**src/rtl/lin_rx_pkg.sv**
```systemverilog
package lin_rx_pkg;
  typedef enum logic [1:0] {
    RX_IDLE,
    RX_FRAME,
    RX_HOLD,
    RX_WAITHI
  } rx_state_e;
endpackage

```
**src/rtl/lin_lowrun_ctr.sv**
```systemverilog
module lin_lowrun_ctr #(
  parameter int CNT_W = 8
) (
  input  logic             clk,
  input  logic             rst,
  input  logic             tick,
  input  logic             line,
  output logic [CNT_W-1:0] run_q
);
  localparam logic [CNT_W-1:0] RUN_MAX = {CNT_W{1'b1}};

  always_ff @(posedge clk) begin
    if (rst) begin
      run_q <= '0;
    end else if (tick) begin
      if (line) begin
        run_q <= '0;
      end else if (run_q != RUN_MAX) begin
        run_q <= run_q + 1'b1;
      end
    end
  end


  run_sat_chk: assert property (@(posedge clk) disable iff (rst)
    (tick && !line && run_q == RUN_MAX) |=> (run_q == RUN_MAX));
endmodule

```
**src/rtl/lin_rx_fsm.sv**
```systemverilog
module lin_rx_fsm
  import lin_rx_pkg::*;
#(
  parameter int OVS       = 16,
  parameter int DATA_W    = 8,
  parameter int CNT_W     = 8,
  parameter int BRK_TICKS = 168
) (
  input  logic              clk,
  input  logic              rst,
  input  logic              tick,
  input  logic              line,
  input  logic              lin_en,
  input  logic [CNT_W-1:0]  run,
  output logic              deliver_c,
  output logic [DATA_W-1:0] byte_c,
  output logic              valid_q,
  output logic              brk_q,
  output logic              ferr_q
);
  localparam int PH_W     = $clog2(OVS);
  localparam int BI_W     = $clog2(DATA_W + 2);
  localparam int PH_MID   = OVS / 2;
  localparam logic [PH_W-1:0]  PH_A    = PH_W'(PH_MID - 1);
  localparam logic [PH_W-1:0]  PH_B    = PH_W'(PH_MID);
  localparam logic [PH_W-1:0]  PH_C    = PH_W'(PH_MID + 1);
  localparam logic [PH_W-1:0]  PH_LAST = PH_W'(OVS - 1);
  localparam logic [BI_W-1:0]  BI_STOP = BI_W'(DATA_W + 1);
  localparam logic [CNT_W:0]   BRK_LIM = (CNT_W + 1)'(BRK_TICKS);

  rx_state_e         st, st_n;
  logic [PH_W-1:0]   ph, ph_n;
  logic [BI_W-1:0]   bi, bi_n;
  logic [DATA_W-1:0] sh, sh_n;
  logic              v_a, v_a_n, v_b, v_b_n, maj;
  logic              brk_n, ferr_n;

  assign maj    = (v_a & v_b) | (v_a & line) | (v_b & line);
  assign byte_c = sh;

  always_comb begin
    st_n = st; ph_n = ph; bi_n = bi; sh_n = sh;
    v_a_n = v_a; v_b_n = v_b;
    deliver_c = 1'b0; brk_n = 1'b0; ferr_n = 1'b0;
    if (tick) begin
      case (st)
        RX_IDLE: if (!line) begin
          st_n = RX_FRAME;
          ph_n = PH_W'(1);
          bi_n = '0;
        end
        RX_FRAME: begin
          if (ph == PH_LAST) begin
            ph_n = '0;
            bi_n = bi + 1'b1;
          end else begin
            ph_n = ph + 1'b1;
          end
          if (ph == PH_A) v_a_n = line;
          if (ph == PH_B) begin
            v_b_n = line;
            if (bi == '0 && line) st_n = RX_IDLE;
          end
          if (ph == PH_C) begin
            if (bi != '0 && bi != BI_STOP) begin
              sh_n = {maj, sh[DATA_W-1:1]};
            end else if (bi == BI_STOP) begin
              if (maj) begin
                deliver_c = 1'b1;
                st_n = RX_IDLE;
              end else begin
                ferr_n = 1'b1;
                if (lin_en) begin
                  st_n = RX_HOLD;
                end else begin
                  deliver_c = 1'b1;
                  st_n = RX_WAITHI;
                end
              end
            end
          end
        end
        RX_HOLD: begin
          if (line) begin
            deliver_c = 1'b1;
            st_n = RX_IDLE;
          end else if ({1'b0, run} + 1'b1 >= BRK_LIM) begin
            brk_n = 1'b1;
            st_n = RX_WAITHI;
          end
        end
        default: if (line) st_n = RX_IDLE;
      endcase
    end
  end

  always_ff @(posedge clk) begin
    if (rst) begin
      st <= RX_IDLE;
      ph <= '0;
      bi <= '0;
      sh <= '0;
      v_a <= 1'b0;
      v_b <= 1'b0;
      valid_q <= 1'b0;
      brk_q <= 1'b0;
      ferr_q <= 1'b0;
    end else begin
      st <= st_n;
      ph <= ph_n;
      bi <= bi_n;
      sh <= sh_n;
      v_a <= v_a_n;
      v_b <= v_b_n;
      valid_q <= deliver_c;
      brk_q <= brk_n;
      ferr_q <= ferr_n;
    end
  end


  brk_excl_chk: assert property (@(posedge clk) disable iff (rst)
    !(brk_q && valid_q));


  strobe_tick_chk: assert property (@(posedge clk) disable iff (rst)
    (valid_q || brk_q || ferr_q) |-> $past(tick));


  nolin_ferr_chk: assert property (@(posedge clk) disable iff (rst)
    (ferr_q && !$past(lin_en)) |-> valid_q);


  waithi_hold_chk: assert property (@(posedge clk) disable iff (rst)
    (st == RX_WAITHI && tick && !line) |=> (st == RX_WAITHI));
endmodule

```
**src/rtl/lin_data_buf.sv**
```systemverilog
module lin_data_buf #(
  parameter int DATA_W = 8
) (
  input  logic              clk,
  input  logic              rst,
  input  logic              wr_en,
  input  logic [DATA_W-1:0] wr_data,
  input  logic              rx_en,
  input  logic [DATA_W-1:0] rx_data,
  output logic [DATA_W-1:0] buf_q,
  output logic              tx_load
);
  always_ff @(posedge clk) begin
    if (wr_en) begin
      buf_q <= wr_data;
    end else if (rx_en) begin
      buf_q <= rx_data;
    end
  end

  always_ff @(posedge clk) begin
    if (rst) tx_load <= 1'b0;
    else     tx_load <= wr_en;
  end


  buf_keep_chk: assert property (@(posedge clk) disable iff (rst)
    (!$past(wr_en) && !$past(rx_en)) |-> $stable(buf_q));


  txload_data_chk: assert property (@(posedge clk) disable iff (rst)
    tx_load |-> (buf_q == $past(wr_data)));
endmodule

```
**src/rtl/lin_break_rx.sv**
```systemverilog
module lin_break_rx #(
  parameter int OVS          = 16,
  parameter int DATA_W       = 8,
  parameter int CNT_W        = 8,
  parameter int BRK_HALFBITS = 21
) (
  input  logic              clk,
  input  logic              rst,
  input  logic              os_tick,
  input  logic              rx_line,
  input  logic              lin_en,
  input  logic              wr_en,
  input  logic [DATA_W-1:0] wr_data,
  output logic [DATA_W-1:0] buf_data,
  output logic              rx_valid,
  output logic              brk_det,
  output logic              frame_err,
  output logic [CNT_W-1:0]  low_len,
  output logic              tx_load
);
  localparam int BRK_TICKS = OVS * BRK_HALFBITS / 2;
  localparam logic [CNT_W:0] BRK_LIM = (CNT_W + 1)'(BRK_TICKS);

  logic              deliver;
  logic [DATA_W-1:0] rx_byte;

  lin_lowrun_ctr #(.CNT_W(CNT_W)) u_run (
    .clk   (clk),
    .rst   (rst),
    .tick  (os_tick),
    .line  (rx_line),
    .run_q (low_len)
  );

  lin_rx_fsm #(
    .OVS       (OVS),
    .DATA_W    (DATA_W),
    .CNT_W     (CNT_W),
    .BRK_TICKS (BRK_TICKS)
  ) u_fsm (
    .clk       (clk),
    .rst       (rst),
    .tick      (os_tick),
    .line      (rx_line),
    .lin_en    (lin_en),
    .run       (low_len),
    .deliver_c (deliver),
    .byte_c    (rx_byte),
    .valid_q   (rx_valid),
    .brk_q     (brk_det),
    .ferr_q    (frame_err)
  );

  lin_data_buf #(.DATA_W(DATA_W)) u_buf (
    .clk     (clk),
    .rst     (rst),
    .wr_en   (wr_en),
    .wr_data (wr_data),
    .rx_en   (deliver),
    .rx_data (rx_byte),
    .buf_q   (buf_data),
    .tx_load (tx_load)
  );


  brk_len_chk: assert property (@(posedge clk) disable iff (rst)
    brk_det |-> ({1'b0, low_len} >= BRK_LIM));


  run_clear_chk: assert property (@(posedge clk) disable iff (rst)
    (os_tick && rx_line) |=> (low_len == '0));
endmodule

```
**config.mk**
```make
export PLATFORM = sky130hd
export DESIGN_NAME = lin_break_rx
export DESIGN_NICKNAME = d
export VERILOG_FILES = /design/src/rtl/lin_rx_pkg.sv /design/src/rtl/lin_lowrun_ctr.sv /design/src/rtl/lin_rx_fsm.sv /design/src/rtl/lin_data_buf.sv /design/src/rtl/lin_break_rx.sv
export SDC_FILE = /design/constraint.sdc
export NUM_CORES = 1
export LEC_CHECK = 0
export BUFFER_PORTS_ARGS = -buffer_cell sky130_fd_sc_hd__buf_2
export CAP_MARGIN = 20
export CORE_MARGIN = 2
export CORE_UTILIZATION = 60
export CTS_CLUSTER_SIZE = 40
export DETAILED_ROUTE_END_ITERATION = 10
export PLACE_DENSITY_LB_ADDON = 0.3
export SYNTH_ARGS = -nofsm -noshare
export SYNTH_HDL_FRONTEND = slang
export SYNTH_SLANG_ARGS = --single-unit
```
**constraint.sdc**
```tcl
create_clock -name clk -period 3.5 [get_ports clk]
set_input_delay 0.35 -clock clk [delete_from_list [all_inputs] [get_ports clk]]
set_output_delay 0.35 -clock clk [all_outputs]
set_load 0.01 [all_outputs]
```
==> metrics.yaml <==
clocking:
  clock-sinks: 40
  post_cts_buffers: 0
  numCtsBuffers: 5
  insertion_delay_ns: 0.35
  cts_tree: "done"
  cts_hold_buf: 0
  ctsResizeCount: 0
  htreeDepth: 2
  clk_path_buf_depth: 2
  path_clk_slew_ns: 0.13
  clock-root-buffer: "clkbuf_4"
global_routing:
  first_global_vias: 1593
  grtUsageTotal_pct: 22.3
  grt_max_degree: 30
  grt_pass1_wl_mm: 7.00
  antenna_found_initial: 0
  overflow: 0
hold_path:
  min_path_type: "primary input to flip-flop"
  holdPathStages: 2
  hp-start: "wr_data[5]"
  hold-path-endpoint: "u_buf.buf_q[5]"
critical_path:
  reg2reg_depth: 7
  regToRegEndpoint: "u_run.run_q[6]"
  cp-start-kind: "flip-flop"
  worstPathArrival_ns: 2.71
  crit_required_ns: 3.73
  setup.worst_path.start: "u_run.run_q[0]"
  crit_type: "flip-flop to flip-flop"
  rrSetupSlack_ns: 1.02
  r2r_start: "u_run.run_q[0]"
  setup.worst_path.end_class: "flip-flop"
  cp_max_fo: 11
timing:
  tns_ns: 0
  rsz0062_at_grt: "false"
  slew-limit-headroom_pct: 31.9
  fin_hold_ws_ns: 0.282
  slew_viol_final: 0
  finalCriticalPeriod_ns: 2.48
  max_freq_mhz: 403
  hold_violations: 0
  worstMarginPinSlew_ns: 1.01
  finalClockSkew_ns: 0.0110
  fin_crit_sh_pct: 70.9
  setup-violations-final: 0
logic_synthesis:
  synth_ff_type: "dfxtp_1"
  syn_inst: 228
  netlist_area_um2: 2090
  syn-num-nets: 253
  yosysSeqAreaShare_pct: 42.1
  postSynthAreaPerCell_um2: 9.17
  synth_cell_types: 51
  ys_seq_elements: 40
  yosys_warnings: 0
  async_flop_share_pct: 0
  synth_edf_count: 8
finish:
  syn2layout_area_growth_pct: 11.8
  final_common_cell: "buf_2"
  mostFrequentLayoutCells: "buf_2, dfxtp_1, nor2_1, a21oi_1, mux2i_1"
  multi_input_area_um2: 1110
  postLayoutCellArea_um2: 2340
  fillers: 274
  fin_nets: 282
  diodes: 0
  layout-drive-gt1-share_pct: 21.7
  register_area_um2: 881
routing:
  wl_per_cell_um: 13.1
  drtAntennaViolNets: 0
  first_iter_violations: 105
  num_vias: 1701
  finalWirelength_mm: 3.97
  drt-pass1-iter-count: 4
  remaining_drc_errors: 0
  viasPerCell: 5.60
die:
  die_x_um: 63.0
  num_rows: 21
  io_pins: 34
  start_util_pct: 62.7
  die_y_um: 63.0
  core_area_um2: 3340
  dieArea_um2: 3970
job:
  max-cap-violations: 0
pwr:
  ir_drop_uv: 196
  p_per_area_nw_per_um2: 376
  p_leak_nw: 0.977
placement:
  portBuffers: 33
  placed_area_um2: 2250
  gp_congestion: 0.796
  dpl.hpwl_mm: 2.82
outcome:
  outcome: "complete, no violations"
routing by layer:
layer | track usage (%) | up-vias | wire (µm)
met4 | 8.61 | 0 | 61
met5 | 0 | - | 0
met1 | 26.3 | 793 | 1770
li1 | - | 866 | -
met3 | 6.13 | 6 | 180
met2 | 38.2 | 36 | 1960
critical path, cell delays in order (launching register included):
cell and delay, ns:
dfxtp_1 0.45, ha_1 0.23, and3_1 0.24, nand3_1 0.14
o31ai_1 0.88, or2_1 0.24, or3_1 0.11, a21oi_1 0.06
cell families (layout without fill, tap and decap cells):
| logic type | Yosys count | count (layout) | share of synthesized area (%) |
|---|---|---|---|
| DFF | 40 | 40 | 42.1 |
| and+or+nand+nor | 87 | 87 | 21.8 |
| buffers and inverters | 21 | 51 | 4.67 |
| AOI/OAI and AO/OA | 47 | 47 | 13.8 |
| muxes | 21 | 21 | 10.5 |
| adders and majority gates | 12 | 12 | 7.06 |
flip-flops by register name (all words and copies together), names as in the netlist:
| register | count |
|---|---|
| u_buf.buf_q | 8 |
| u_fsm.v_b | 1 |
| u_fsm.bi | 4 |
| u_buf.tx_load | 1 |
| u_fsm.brk_q | 1 |
| u_fsm.st | 2 |
| u_fsm.ferr_q | 1 |
| u_fsm.byte_c | 8 |
| u_fsm.ph | 4 |
| u_fsm.valid_q | 1 |
| u_fsm.v_a | 1 |
| u_run.run_q | 8 |
cell usage after synthesis (4+ instances only):
library cell | number | area [µm²]
nand2_1 | 10 | 37.5
nor2_1 | 30 | 113
clkbuf_1 | 5 | 18.8
inv_1 | 10 | 37.5
ha_1 | 11 | 138
o21ai_0 | 8 | 40.0
mux2i_1 | 13 | 130
a21oi_1 | 19 | 95.1
or3_1 | 4 | 25.0
nand3_1 | 6 | 30.0
mux2_2 | 8 | 90.1
nor3_1 | 6 | 30.0
edfxtp_1 | 8 | 240
dfxtp_1 | 32 | 641
o211ai_1 | 4 | 30.0
nor2b_1 | 5 | 31.3
metrics by stage:
| stage | total power [W] | setup slack [ns] | utilization [%] | instances |
|---|---|---|---|---|
| after floorplan | 0.000557 | 1.53 | - | 228 |
| after global placement | 0.000578 | 1.13 | 67.5 | 296 |
| after detailed placement | 0.000580 | 1.08 | 67.5 | 296 |
| after CTS | 0.000891 | 1.05 | 70.0 | 304 |
| after global routing | 0.000922 | 0.724 | 70.0 | 304 |
| final | 0.000879 | 1.02 | 70.0 | 304 |
worst max path at each step:
stage                          end  slack [ns]  depth (start not counted)
detailed placement  u_run.run_q[6]        1.08                          7
global route        u_run.run_q[0]        0.72                          7
finish              u_run.run_q[6]        1.02                          7
CTS                 u_run.run_q[2]        1.05                          7
floorplan           u_buf.buf_q[0]        1.53                          8
global placement    u_run.run_q[7]        1.13                          7
report_power, final:
| part | switching (W) | total [W] | internal, W |
|---|---|---|---|
| sequential | 0.00000622 | 0.000488 | 0.000482 |
| combinational | 0.0000480 | 0.0000810 | 0.0000330 |
| clock | 0.000157 | 0.000310 | 0.000153 |
| total | 0.000212 | 0.000879 | 0.000667 |
area by class of cell:
class                   count  area share [%]
well taps                  46            2.46
flip-flops and latches     40            37.7
multi-input cells         167            47.6
clock buffers               5            1.61
repair buffers             33            7.07
clock inverters             3            1.98
inverters                  10            1.61
(Power assumes the default switching activity.)
